### src/rtl/isp_clamp_pkg.sv
package isp_clamp_pkg;
  typedef enum logic [1:0] {
    CLAMP_TRI  = 2'b00,
    CLAMP_LOW  = 2'b01,
    CLAMP_HIGH = 2'b10,
    CLAMP_HOLD = 2'b11
  } clamp_mode_e;

  typedef struct packed {
    logic o;
    logic oe;
    logic pu;
  } pad_ctl_t;

  localparam pad_ctl_t PAD_FLOAT = '{o: 1'b0, oe: 1'b0, pu: 1'b1};
endpackage

### src/rtl/isp_entry_detect.sv
module isp_entry_detect (
  input  logic clk,
  input  logic rst,
  input  logic active_i,
  output logic rise_o
);
  logic active_q;

  always_ff @(posedge clk) begin
    if (rst) active_q <= 1'b0;
    else     active_q <= active_i;
  end

  assign rise_o = active_i & ~active_q;

  // a rise is reported for one cycle only
  a_r7_single_rise: assert property (@(posedge clk) disable iff (rst)
    rise_o |=> !rise_o);
endmodule

### src/rtl/pin_hold_reg.sv
module pin_hold_reg (
  input  logic clk,
  input  logic rst,
  input  logic capture_i,
  input  logic val_i,
  input  logic oe_i,
  output logic hold_val_o,
  output logic hold_oe_o
);
  logic val_q, oe_q;

  always_ff @(posedge clk) begin
    if (rst) begin
      val_q <= 1'b0;
      oe_q  <= 1'b0;
    end else if (capture_i) begin
      val_q <= val_i;
      oe_q  <= oe_i;
    end
  end

  // the capture cycle already presents the live sample
  assign hold_val_o = capture_i ? val_i : val_q;
  assign hold_oe_o  = capture_i ? oe_i  : oe_q;

  // stored sample changes only on a capture cycle
  a_r7_hold_stable: assert property (@(posedge clk) disable iff (rst)
    !capture_i |=> ($stable(val_q) && $stable(oe_q)));
endmodule

### src/rtl/pin_clamp_cell.sv
module pin_clamp_cell
  import isp_clamp_pkg::*;
(
  input  logic       clk,
  input  logic       rst,
  input  logic       isp_active_i,
  input  logic       realtime_i,
  input  logic       reconfig_i,
  input  logic       isp_done_i,
  input  logic [1:0] mode_i,
  input  logic       user_o_i,
  input  logic       user_oe_i,
  input  logic       hold_val_i,
  input  logic       hold_oe_i,
  output logic       pad_o,
  output logic       pad_oe_o,
  output logic       pad_pu_o
);
  pad_ctl_t nxt, cur;
  logic     clamp_phase;

  assign clamp_phase = isp_active_i & ~realtime_i;

  always_comb begin
    nxt = PAD_FLOAT;
    if (reconfig_i || !isp_done_i) begin
      nxt = PAD_FLOAT;
    end else if (clamp_phase) begin
      unique case (clamp_mode_e'(mode_i))
        CLAMP_TRI:  nxt = PAD_FLOAT;
        CLAMP_LOW:  nxt = '{o: 1'b0, oe: 1'b1, pu: 1'b0};
        CLAMP_HIGH: nxt = '{o: 1'b1, oe: 1'b1, pu: 1'b0};
        CLAMP_HOLD: nxt = hold_oe_i ? '{o: hold_val_i, oe: 1'b1, pu: 1'b0}
                                    : PAD_FLOAT;
        default:    nxt = PAD_FLOAT;
      endcase
    end else begin
      nxt = '{o: user_o_i, oe: user_oe_i, pu: 1'b0};
    end
  end

  always_ff @(posedge clk) begin
    if (rst) cur <= PAD_FLOAT;
    else     cur <= nxt;
  end

  assign pad_o    = cur.o;
  assign pad_oe_o = cur.oe;
  assign pad_pu_o = cur.pu;

  a_r10_reconfig_float: assert property (@(posedge clk) disable iff (rst)
    reconfig_i |=> (!pad_oe_o && pad_pu_o));
  a_r9_done_gate: assert property (@(posedge clk) disable iff (rst)
    !isp_done_i |=> !pad_oe_o);
  a_r4_drive_low: assert property (@(posedge clk) disable iff (rst)
    (clamp_phase && isp_done_i && !reconfig_i && mode_i == 2'b01)
      |=> (pad_oe_o && !pad_o));
  a_r6_input_floats: assert property (@(posedge clk) disable iff (rst)
    (clamp_phase && isp_done_i && !reconfig_i && mode_i == 2'b11 && !hold_oe_i)
      |=> (!pad_oe_o && pad_pu_o));
  a_r2_user_follow: assert property (@(posedge clk) disable iff (rst)
    (!isp_active_i && isp_done_i && !reconfig_i)
      |=> (pad_oe_o == $past(user_oe_i) && !pad_pu_o));
  a_r3_no_contention: assert property (@(posedge clk) disable iff (rst)
    !(pad_oe_o && pad_pu_o));
endmodule

### src/rtl/isp_pad_clamp.sv
module isp_pad_clamp #(
  parameter int NPINS = 4
) (
  input  logic               clk,
  input  logic               rst,
  input  logic               isp_active_i,
  input  logic               realtime_i,
  input  logic               reconfig_i,
  input  logic               isp_done_i,
  input  logic [2*NPINS-1:0] clamp_cfg_i,
  input  logic [NPINS-1:0]   user_o_i,
  input  logic [NPINS-1:0]   user_oe_i,
  input  logic [NPINS-1:0]   pad_i,
  output logic [NPINS-1:0]   pad_o,
  output logic [NPINS-1:0]   pad_oe_o,
  output logic [NPINS-1:0]   pad_pu_o
);
  localparam int CFG_W = 2;

  logic entry_rise;

  isp_entry_detect u_entry (
    .clk      (clk),
    .rst      (rst),
    .active_i (isp_active_i),
    .rise_o   (entry_rise)
  );

  for (genvar p = 0; p < NPINS; p++) begin : g_pin
    logic hv, hoe;

    pin_hold_reg u_hold (
      .clk        (clk),
      .rst        (rst),
      .capture_i  (entry_rise),
      .val_i      (pad_i[p]),
      .oe_i       (user_oe_i[p]),
      .hold_val_o (hv),
      .hold_oe_o  (hoe)
    );

    pin_clamp_cell u_cell (
      .clk          (clk),
      .rst          (rst),
      .isp_active_i (isp_active_i),
      .realtime_i   (realtime_i),
      .reconfig_i   (reconfig_i),
      .isp_done_i   (isp_done_i),
      .mode_i       (clamp_cfg_i[CFG_W*p +: CFG_W]),
      .user_o_i     (user_o_i[p]),
      .user_oe_i    (user_oe_i[p]),
      .hold_val_i   (hv),
      .hold_oe_i    (hoe),
      .pad_o        (pad_o[p]),
      .pad_oe_o     (pad_oe_o[p]),
      .pad_pu_o     (pad_pu_o[p])
    );
  end
endmodule

### config.mk
export PLATFORM = sky130hd
export DESIGN_NAME = isp_pad_clamp
export DESIGN_NICKNAME = d
export VERILOG_FILES = /design/src/rtl/isp_clamp_pkg.sv /design/src/rtl/isp_entry_detect.sv /design/src/rtl/pin_hold_reg.sv /design/src/rtl/pin_clamp_cell.sv /design/src/rtl/isp_pad_clamp.sv
export SDC_FILE = /design/constraint.sdc
export NUM_CORES = 1
export LEC_CHECK = 0
export ABC_AREA = 1
export BUFFER_PORTS_ARGS = -buffer_cell sky130_fd_sc_hd__buf_2
export CORE_MARGIN = 10
export CORE_UTILIZATION = 46
export CTS_BUF_LIST = sky130_fd_sc_hd__clkbuf_8 sky130_fd_sc_hd__clkbuf_16
export DETAILED_ROUTE_END_ITERATION = 16
export PLACE_DENSITY = 0.82
export SLEW_MARGIN = 20
export SYNTH_ARGS = -nofsm -noshare
export SYNTH_HDL_FRONTEND = slang
export SYNTH_SLANG_ARGS = --single-unit
export TNS_END_PERCENT = 100
### constraint.sdc
create_clock -name clk -period 1.2 [get_ports clk]
set_input_delay 0.36 -clock clk [delete_from_list [all_inputs] [get_ports clk]]
set_output_delay 0.36 -clock clk [all_outputs]
set_load 0.01 [all_outputs]
==> flow_summary.yaml, run 1 <==
synth:
  synthFlopType: "dfxtp_1"
  avgSynthCellArea_um2: 8.155
  syn_inst: 114
  ys_seq_elements: 21
  synth_top_cells_by_area: "dfxtp_1, nand3_1, buf_4, nand2_1, a21oi_1"
  yosysTopAreaCellShare_pct: 45.22
  syn_nets: 140
  synth_common_cells: "dfxtp_1, nand2_1, nand3_1, a21oi_1, buf_4"
  yosysTopAreaCell: "dfxtp_1"
  async_flop_share_pct: 0
  ys_types: 15
  yosysSeqAreaShare_pct: 45.22
  synth_most_common_cell: "dfxtp_1"
  netlist_area_um2: 929.6
  synth_edf_count: 0
  yosysWarningCount: 0
clocking:
  cts_hold_buf: 0
  clkLatencyLatePin_ns: 0.26
  cts_sinks: 21
  htreeDepth: 1
  postCtsSetupBuffers: 0
  cts_root_buf: "clkbuf_8"
  numCtsBuffers: 3
  cts_tree: "yes"
  clk_pin_slew_ns: 0.08
  clockBufferDepth: 2
worst_setup_path:
  cp-end-kind: "primary output"
  required_ns: 0.84
  slowest_stage: "dfxtp_1"
  critPathTopFamily: "flip-flops"
  start_kind: "flop"
  crit_chain: "buf_2"
  slowest_delay_ns: 0.33
  critical_path_class: "flop to primary output"
  timing.rr.end: "g_pin[3].u_cell.pad_oe_o"
  critPathMaxFanout: 1
  path_buf_inv: 1
  r2r-start: "u_entry.active_q"
  arrival_ns: 0.72
  r2r_setup_slack_ns: 0.15
  rr_worst_depth: 8
detailed_routing:
  postRouteAntennaNets: 0
  drc: 0
  wl_um: 2183
  dr_total_vias: 819
  first_pass_iters: 4
  wl_per_cell_um: 12.77
  drt-vias-per-instance: 4.789
  drt_iter0_drc: 13
floorplan:
  dieArea_um2: 4219
  coreArea_um2: 1942
  initial_core_util_pct: 47.87
  die_x_um: 64.96
  io-pin-count: 38
  die_h_um: 64.96
  fp-row-count: 16
min_path:
  holdPathStages: 3
  hold_end: "g_pin[2].u_cell.pad_oe_o"
  min-delay-path-class: "primary input to flop"
  min_from: "user_oe_i[2]"
global_route:
  grt_use_total_pct: 10.62
  grt_max_degree: 12
  grt_pass1_wl_um: 3608
  overflow: 0
  grt_pass1_vias: 891
  grt_antenna_before_repair: 0
outcome:
  status: "completed"
timing:
  finalHoldViolCount: 0
  max_freq_ghz: 0.9274
  setup_viol: 0
  fin_tns_setup_ns: 0
  clock_skew_ns: 0.004840
  worst_slack_ns: 0.1217
  slew-limit-headroom_pct: 74.71
  tightest_slew_ns: 0.3789
  holdWs_ns: 0.3374
  timing.final.crit_share_pct: 89.86
  fin_crit_ns: 1.078
  slew_viol_final: 0
  rsz0062_at_grt: "no"
finish:
  antennaDiodeCount: 0
  drive_gt1_share_pct: 34.03
  syn2layout_area_growth_pct: 20.59
  fill_cells: 184
  num-nets-final: 171
  final_util_pct: 57.73
  final_cell_area_um2: 1121
  fin_cells: 171
  multiInputGateArea_um2: 369.1
  seqCellArea_um2: 420.4
place:
  dpl.hpwl_um: 1763
  place.gp.congestion: 0.8046
  place_area_um2: 1074
  dp.cells: 167
  numPortBuffers: 37
  dp_slack_ns: -0.01562
power:
  max-vdd-ir-drop_mv: 0.8531
  power_frac_seq_pct: 52.4
  leakagePower_nw: 0.5463
  combPwrFrac_pct: 15.1
  p_int_mw: 1.050
  swShare_pct: 25.02
  clkPwrFrac_pct: 32.4
  p_per_area_nw_per_um2: 1250
  finalPower_mw: 1.401
  power.switching_uw: 350.5
job:
  maxCapViolations: 0
[worst min-delay path, stage by stage]
cell    delay, ns
buf_2        0.09
nor2_1       0.04
nor2_1       0.08
[layout make-up]
| cell class | count | area share, % |
|---|---|---|
| Clock buffer | 3 | 3.683 |
| Inverter | 6 | 2.232 |
| Clock inverter | 1 | 0.3348 |
| Multi-Input combinational cell | 72 | 32.92 |
| Timing Repair Buffer | 41 | 20.31 |
| Tap cell | 27 | 3.013 |
| Sequential cell | 21 | 37.50 |
[flip-flops by register name, indices dropped and copies added, names as in the netlist]
register / flops
g_pin.u_cell.pad_pu_o: 4
g_pin.u_hold.oe_q: 4
g_pin.u_cell.pad_oe_o: 4
u_entry.active_q: 1
g_pin.u_hold.val_q: 4
g_pin.u_cell.pad_o: 4
[cell families (layout without fill, tap and decap cells)]
family          count (synthesis)  count (layout)  synth area share [%]
buf+inv                        21              51                 15.07
simple gates                   52              52                 27.86
flops                          21              21                 45.22
compound gates                 20              20                 11.84
[metal layers]
metal | vias to the layer above | global-route usage, % | wire, um
li1 | 426 | - | -
met1 | 366 | 10.25 | 914
met2 | 25 | 19.46 | 1079
met3 | 2 | 4.639 | 159
met4 | 0 | 4.011 | 29
met5 | - | 0 | 0
[power by group through the flow]
stage	combinational [mW]	clock [mW]	sequential [mW]
global route	0.236	0.496	0.737
CTS	0.213	0.460	0.735
global placement	0.204	0	0.749
finish	0.212	0.455	0.735
floorplan	0.136	0	0.749
detailed placement	0.212	0	0.751
[timing repair]
item	in CTS	in global routing
endpoints found under the setup margin	0	3
resized for setup	0	1
hold endpoints to repair	0	0
[how the worst max path moves through the flow]
stage,end,depth (start not counted),slack (ns),start
2_1_floorplan,g_pin[0].u_cell.pad_o,4,0.15,rst
3_3_place_gp,g_pin[2].u_cell.pad_o,4,0.04,reconfig_i
4_1_cts,g_pin[3].u_cell.pad_oe_o,8,0.09,u_entry.active_q
6_report,pad_pu_o[1],1,0.12,g_pin[1].u_cell.pad_pu_o
3_5_place_dp,g_pin[3].u_cell.pad_oe_o,8,-0.02,isp_active_i
5_1_grt,g_pin[2].u_cell.pad_oe_o,8,0.02,u_entry.active_q
[layout by cell type (no fill, tap or decap)]
master    synthesis  final
a21oi_1          12     12
dfxtp_1          21     21
nand3_1          20     20
clkbuf_8          0      3
inv_4             0      1
inv_1             4      5
o21ai_1           4      4
nand2_1          20     20
o21a_1            4      4
buf_4            12      3
nor3b_4           1      1
nor2_8            1      1
buf_2             1     37
nor2_1            9      9
nand2_4           1      1
inv_2             2      1
buf_12            0      1
(Power assumes the default switching activity.)
==> run 2: changes to the inputs <==
--- a/config.mk
+++ b/config.mk
@@ -6,11 +6,12 @@
 export NUM_CORES = 1
 export LEC_CHECK = 0
 export ABC_AREA = 1
-export BUFFER_PORTS_ARGS = -buffer_cell sky130_fd_sc_hd__buf_2
-export CORE_MARGIN = 10
+export BUFFER_PORTS_ARGS = -buffer_cell sky130_fd_sc_hd__buf_4
+export CORE_MARGIN = 3
 export CORE_UTILIZATION = 46
 export CTS_BUF_LIST = sky130_fd_sc_hd__clkbuf_8 sky130_fd_sc_hd__clkbuf_16
 export DETAILED_ROUTE_END_ITERATION = 16
+export HOLD_SLACK_MARGIN = 0.08
 export PLACE_DENSITY = 0.82
 export SLEW_MARGIN = 20
 export SYNTH_ARGS = -nofsm -noshare
==> flow_summary.yaml, run 2 (synthesized netlist as in run 1, its figures left out) <==
outcome:
  status: "completed"
finish:
  fill_cells: 153
  drive_gt1_share_pct: 33.57
  layout_commonest_cell: "buf_4"
  final_cell_mix: "buf_4, dfxtp_1, nand2_1, nand3_1, a21oi_1"
  syn2layout_area_growth_pct: 28.13
  num-nets-final: 170
  antennaDiodeCount: 0
power:
  p_per_area_nw_per_um2: 1183
  finalPower_mw: 1.409
  max-vdd-ir-drop_mv: 1.024
  leakagePower_nw: 0.5652
worst_setup_path:
  cp-end-kind: "primary output"
  r2r_setup_slack_ns: 0.15
  arrival_ns: 0.69
  critPathMaxFanout: 1
  r2r-start: "u_entry.active_q"
  cp-startpoint: "g_pin[3].u_cell.pad_oe_o"
  critical_path_class: "flop to primary output"
  required_ns: 0.84
  slowest_stage: "dfxtp_1"
  slowest_delay_ns: 0.31
  crit_chain: "buf_4"
  timing.rr.end: "g_pin[2].u_cell.pad_oe_o"
  start_kind: "flop"
  critPathTopFamily: "flip-flops"
  rr_worst_depth: 8
  path_buf_inv: 1
detailed_routing:
  wl_per_cell_um: 11.31
  drt-vias-per-instance: 4.911
  dr_total_vias: 825
  first_pass_iters: 4
  drc: 0
  postRouteAntennaNets: 0
  drt_iter0_drc: 16
  wl_um: 1900
floorplan:
  dieArea_um2: 2596
  die_h_um: 50.96
  coreArea_um2: 1821
  die_x_um: 50.96
  initial_core_util_pct: 51.07
  fp-row-count: 15
  io-pin-count: 38
global_route:
  grt_use_total_pct: 15.70
  grt_max_degree: 12
  grt_pass1_vias: 733
  grt_antenna_before_repair: 0
  grt_pass1_wl_um: 3077
  overflow: 0
timing:
  tightest_slew_ns: 0.3809
  max_freq_ghz: 0.9500
  fin_crit_ns: 1.053
  slew-limit-headroom_pct: 74.58
  finalHoldViolCount: 0
  timing.final.crit_share_pct: 87.72
  fin_tns_setup_ns: 0
  holdWs_ns: 0.3408
  slew_viol_final: 0
  setup_viol: 0
  rsz0062_at_grt: "no"
  clock_skew_ns: 0.002055
min_path:
  hold_end: "g_pin[3].u_cell.pad_oe_o"
  min_from: "user_oe_i[3]"
  min-delay-path-class: "primary input to flop"
  holdPathStages: 3
place:
  place.gp.congestion: 0.8134
  dpl.hpwl_um: 1510
  numPortBuffers: 37
clocking:
  postCtsSetupBuffers: 0
  numCtsBuffers: 3
  cts_sinks: 21
  cts_root_buf: "clkbuf_8"
  clkLatencyLatePin_ns: 0.25
  htreeDepth: 1
  clk_pin_slew_ns: 0.07
  clockBufferDepth: 2
  cts_tree: "yes"
job:
  maxCapViolations: 0
## run 2: changes by cell type in the layout (fill, tap and decap cells not counted), sizes merged
cell | previous run | this run
buf | 41 | 40
## run 2: area by class of cell
class                           instances  area (um^2)  share of cell area (%)
Clock buffer                            3        41.29                   3.466
Clock inverter                          1        3.754                  0.3151
Inverter                                6        25.02                   2.101
Multi-Input combinational cell         72        369.1                   30.99
Sequential cell                        21        420.4                   35.29
Tap cell                               25        31.28                   2.626
Timing Repair Buffer                   40        300.3                   25.21
## run 2: what timing repair did
action	4_1_cts	5_1_grt
endpoints found under the setup margin	0	1
hold buffers	0	0
gates resized for setup	0	1
## run 2: through the flow
stage | worst slack, ns | cell area, um^2 | util (%) | cells
floorplan | 0.1479 | 929.6 | - | 114
CTS | 0.1060 | 1189 | 65.29 | 168
global route | 0.01186 | 1191 | 65.43 | 168
global placement | 0.04595 | 1144 | 62.82 | 164
detailed placement | -0.001570 | 1144 | 62.82 | 164
finish | 0.1473 | 1191 | 65.43 | 168
## run 2: worst max-delay path by stage
stage | end | cells after the start
floorplan | g_pin[0].u_cell.pad_o | 4
global placement | g_pin[2].u_cell.pad_oe_o | 7
detailed placement | g_pin[3].u_cell.pad_o | 6
CTS | g_pin[2].u_cell.pad_oe_o | 8
global route | g_pin[2].u_cell.pad_oe_o | 8
finish | pad_oe_o[3] | 1
## run 2: routing by layer
layer  GRT usage (%)  share of wire (%)  wire [um]
met5               0                  0          0
met3           2.915                8.4        159
met4           8.520               0.58         11
met2           26.61                 52        987
met1           18.49                 39        742
## run 2: where the power goes
part | internal, mW | leakage (nW) | total [mW] | switching [mW]
Sequential | 0.727 | 0.172 | 0.735 | 0.00771
Combinational | 0.119 | 0.366 | 0.232 | 0.113
Clock | 0.227 | 0.0269 | 0.442 | 0.215
Total | 1.07 | 0.565 | 1.41 | 0.335
==> run 3: changes to the inputs <==
--- a/config.mk
+++ b/config.mk
@@ -9,7 +9,7 @@
 export BUFFER_PORTS_ARGS = -buffer_cell sky130_fd_sc_hd__buf_4
 export CORE_MARGIN = 3
 export CORE_UTILIZATION = 46
-export CTS_BUF_LIST = sky130_fd_sc_hd__clkbuf_8 sky130_fd_sc_hd__clkbuf_16
+export CTS_BUF_LIST = sky130_fd_sc_hd__clkbuf_16
 export DETAILED_ROUTE_END_ITERATION = 16
 export HOLD_SLACK_MARGIN = 0.08
 export PLACE_DENSITY = 0.82
==> flow_summary.yaml, run 3 (synthesized netlist as in run 1, its figures left out) <==
finish:
  fin_cells: 168
  syn2layout_area_growth_pct: 31.76
  drive_gt1_share_pct: 33.57
  final_cell_area_um2: 1225
  multiInputGateArea_um2: 369.1
  layout_commonest_cell: "buf_4"
  antennaDiodeCount: 0
  final_util_pct: 67.29
  seqCellArea_um2: 420.4
  final_cell_mix: "buf_4, dfxtp_1, nand2_1, nand3_1, a21oi_1"
  num-nets-final: 170
  fill_cells: 146
worst_setup_path:
  cp-end-kind: "flop"
  rr_worst_depth: 8
  required_ns: 1.35
  crit_end: "g_pin[1].u_cell.pad_oe_o"
  start_kind: "flop"
  timing.rr.end: "g_pin[1].u_cell.pad_oe_o"
  cp-startpoint: "u_entry.active_q"
  critical_path_class: "flop to flop"
  critPathMaxFanout: 9
  arrival_ns: 1.23
  r2r-start: "u_entry.active_q"
  r2r_setup_slack_ns: 0.12
clocking:
  htreeDepth: 1
  cts_sinks: 21
  clk_pin_slew_ns: 0.06
  clockBufferDepth: 2
  cts_root_buf: "clkbuf_16"
  numCtsBuffers: 3
  cts_tree: "yes"
  postCtsSetupBuffers: 0
  clkLatencyLatePin_ns: 0.25
detailed_routing:
  wl_per_cell_um: 12.52
  first_pass_iters: 4
  drt_iter0_drc: 21
  wl_um: 2104
  postRouteAntennaNets: 0
  drc: 0
  dr_total_vias: 850
  drt-vias-per-instance: 5.060
timing:
  finalHoldViolCount: 0
  setup_viol: 0
  slew_viol_final: 0
  fin_crit_ns: 1.083
  max_freq_ghz: 0.9237
  slew-limit-headroom_pct: 75.13
  worst_slack_ns: 0.1174
  timing.final.crit_share_pct: 90.22
  clock_skew_ns: 0.002787
  tightest_slew_ns: 0.3726
min_path:
  min-delay-path-class: "primary input to flop"
global_route:
  grt_antenna_before_repair: 0
  grt_pass1_vias: 787
  grt_pass1_wl_um: 3346
  overflow: 0
  grt_max_degree: 12
  grt_use_total_pct: 17.52
place:
  numPortBuffers: 37
  dpl.hpwl_um: 1510
  dp.cells: 164
  place.gp.congestion: 0.8134
  place_area_um2: 1144
  dp_slack_ns: -0.001570
floorplan:
  io-pin-count: 38
  die_x_um: 50.96
  initial_core_util_pct: 51.07
  die_h_um: 50.96
  coreArea_um2: 1821
  dieArea_um2: 2596
  fp-row-count: 15
job:
  maxCapViolations: 0
power:
  max-vdd-ir-drop_mv: 1.139
  leakagePower_nw: 0.5806
  p_per_area_nw_per_um2: 1359
outcome:
  status: "completed"
==> run 3: cell counts in the layout (fill, tap and decap cells not counted) <==
Identical to the previous run, type by type.
==> run 3: worst min path at each step <==
stage                                startpoint                        to  cells after the start
after floorplan            g_pin[0].u_hold.oe_q      g_pin[0].u_hold.oe_q                      2
after global placement     g_pin[3].u_hold.oe_q      g_pin[3].u_hold.oe_q                      2
after detailed placement  g_pin[3].u_hold.val_q     g_pin[3].u_hold.val_q                      2
after CTS                          user_oe_i[2]  g_pin[2].u_cell.pad_oe_o                      3
after global routing               user_oe_i[3]  g_pin[3].u_cell.pad_oe_o                      3
final                              user_oe_i[3]  g_pin[3].u_cell.pad_oe_o                      3
==> run 3: what timing repair did <==
| item | in CTS | in global routing |
|---|---|---|
| hold buffers | 0 | 0 |
| setup endpoints to repair | 0 | 3 |
| resized for setup | 0 | 1 |
| endpoints found under the hold margin | 0 | 0 |
==> run 3: per-stage QoR <==
step	hold WS (ns)	setup TNS, ns	power, mW
finish	0.3445	0	1.665
global route	0.3542	-0.009440	1.736
detailed placement	0.4622	-0.001570	0.9834
floorplan	0.4462	0	0.8854
global placement	0.4576	0	0.9755
CTS	0.3472	0	1.669
==> run 3: power breakdown <==
part           switching [mW]  internal (mW)  total [mW]  leakage [nW]
Clock                   0.249          0.444       0.693        0.0423
Combinational           0.116          0.119       0.236         0.366
Sequential            0.00840          0.728       0.736         0.172
Total                   0.374           1.29        1.66         0.581
==> run 3: layout make-up <==
cell class,count,share of cell area (%)
multi-input cells,72,30.13
inverters,6,2.043
clock inverters,1,0.3064
clock buffers,3,6.129
well taps,25,2.554
flip-flops and latches,21,34.32
repair buffers,40,24.51
==> run 3: metal layers <==
| metal | up-vias | part of all wire (%) | global-route usage, % |
|---|---|---|---|
| met4 | 0 | 2.6 | 11.66 |
| met2 | 38 | 51 | 30.26 |
| li1 | 425 | - | - |
| met5 | - | 0 | 0 |
| met1 | 380 | 38 | 18.28 |
| met3 | 7 | 8.0 | 4.956 |
==> run 3: critical path, cell delays in order, from the launching register on <==
cell	delay [ns]
dfxtp_1	0.32
inv_4	0.11
nand2_4	0.10
nand2_1	0.12
nand3_1	0.11
nand2_1	0.07
nand2_1	0.04
nand2_1	0.06
nor2_1	0.04
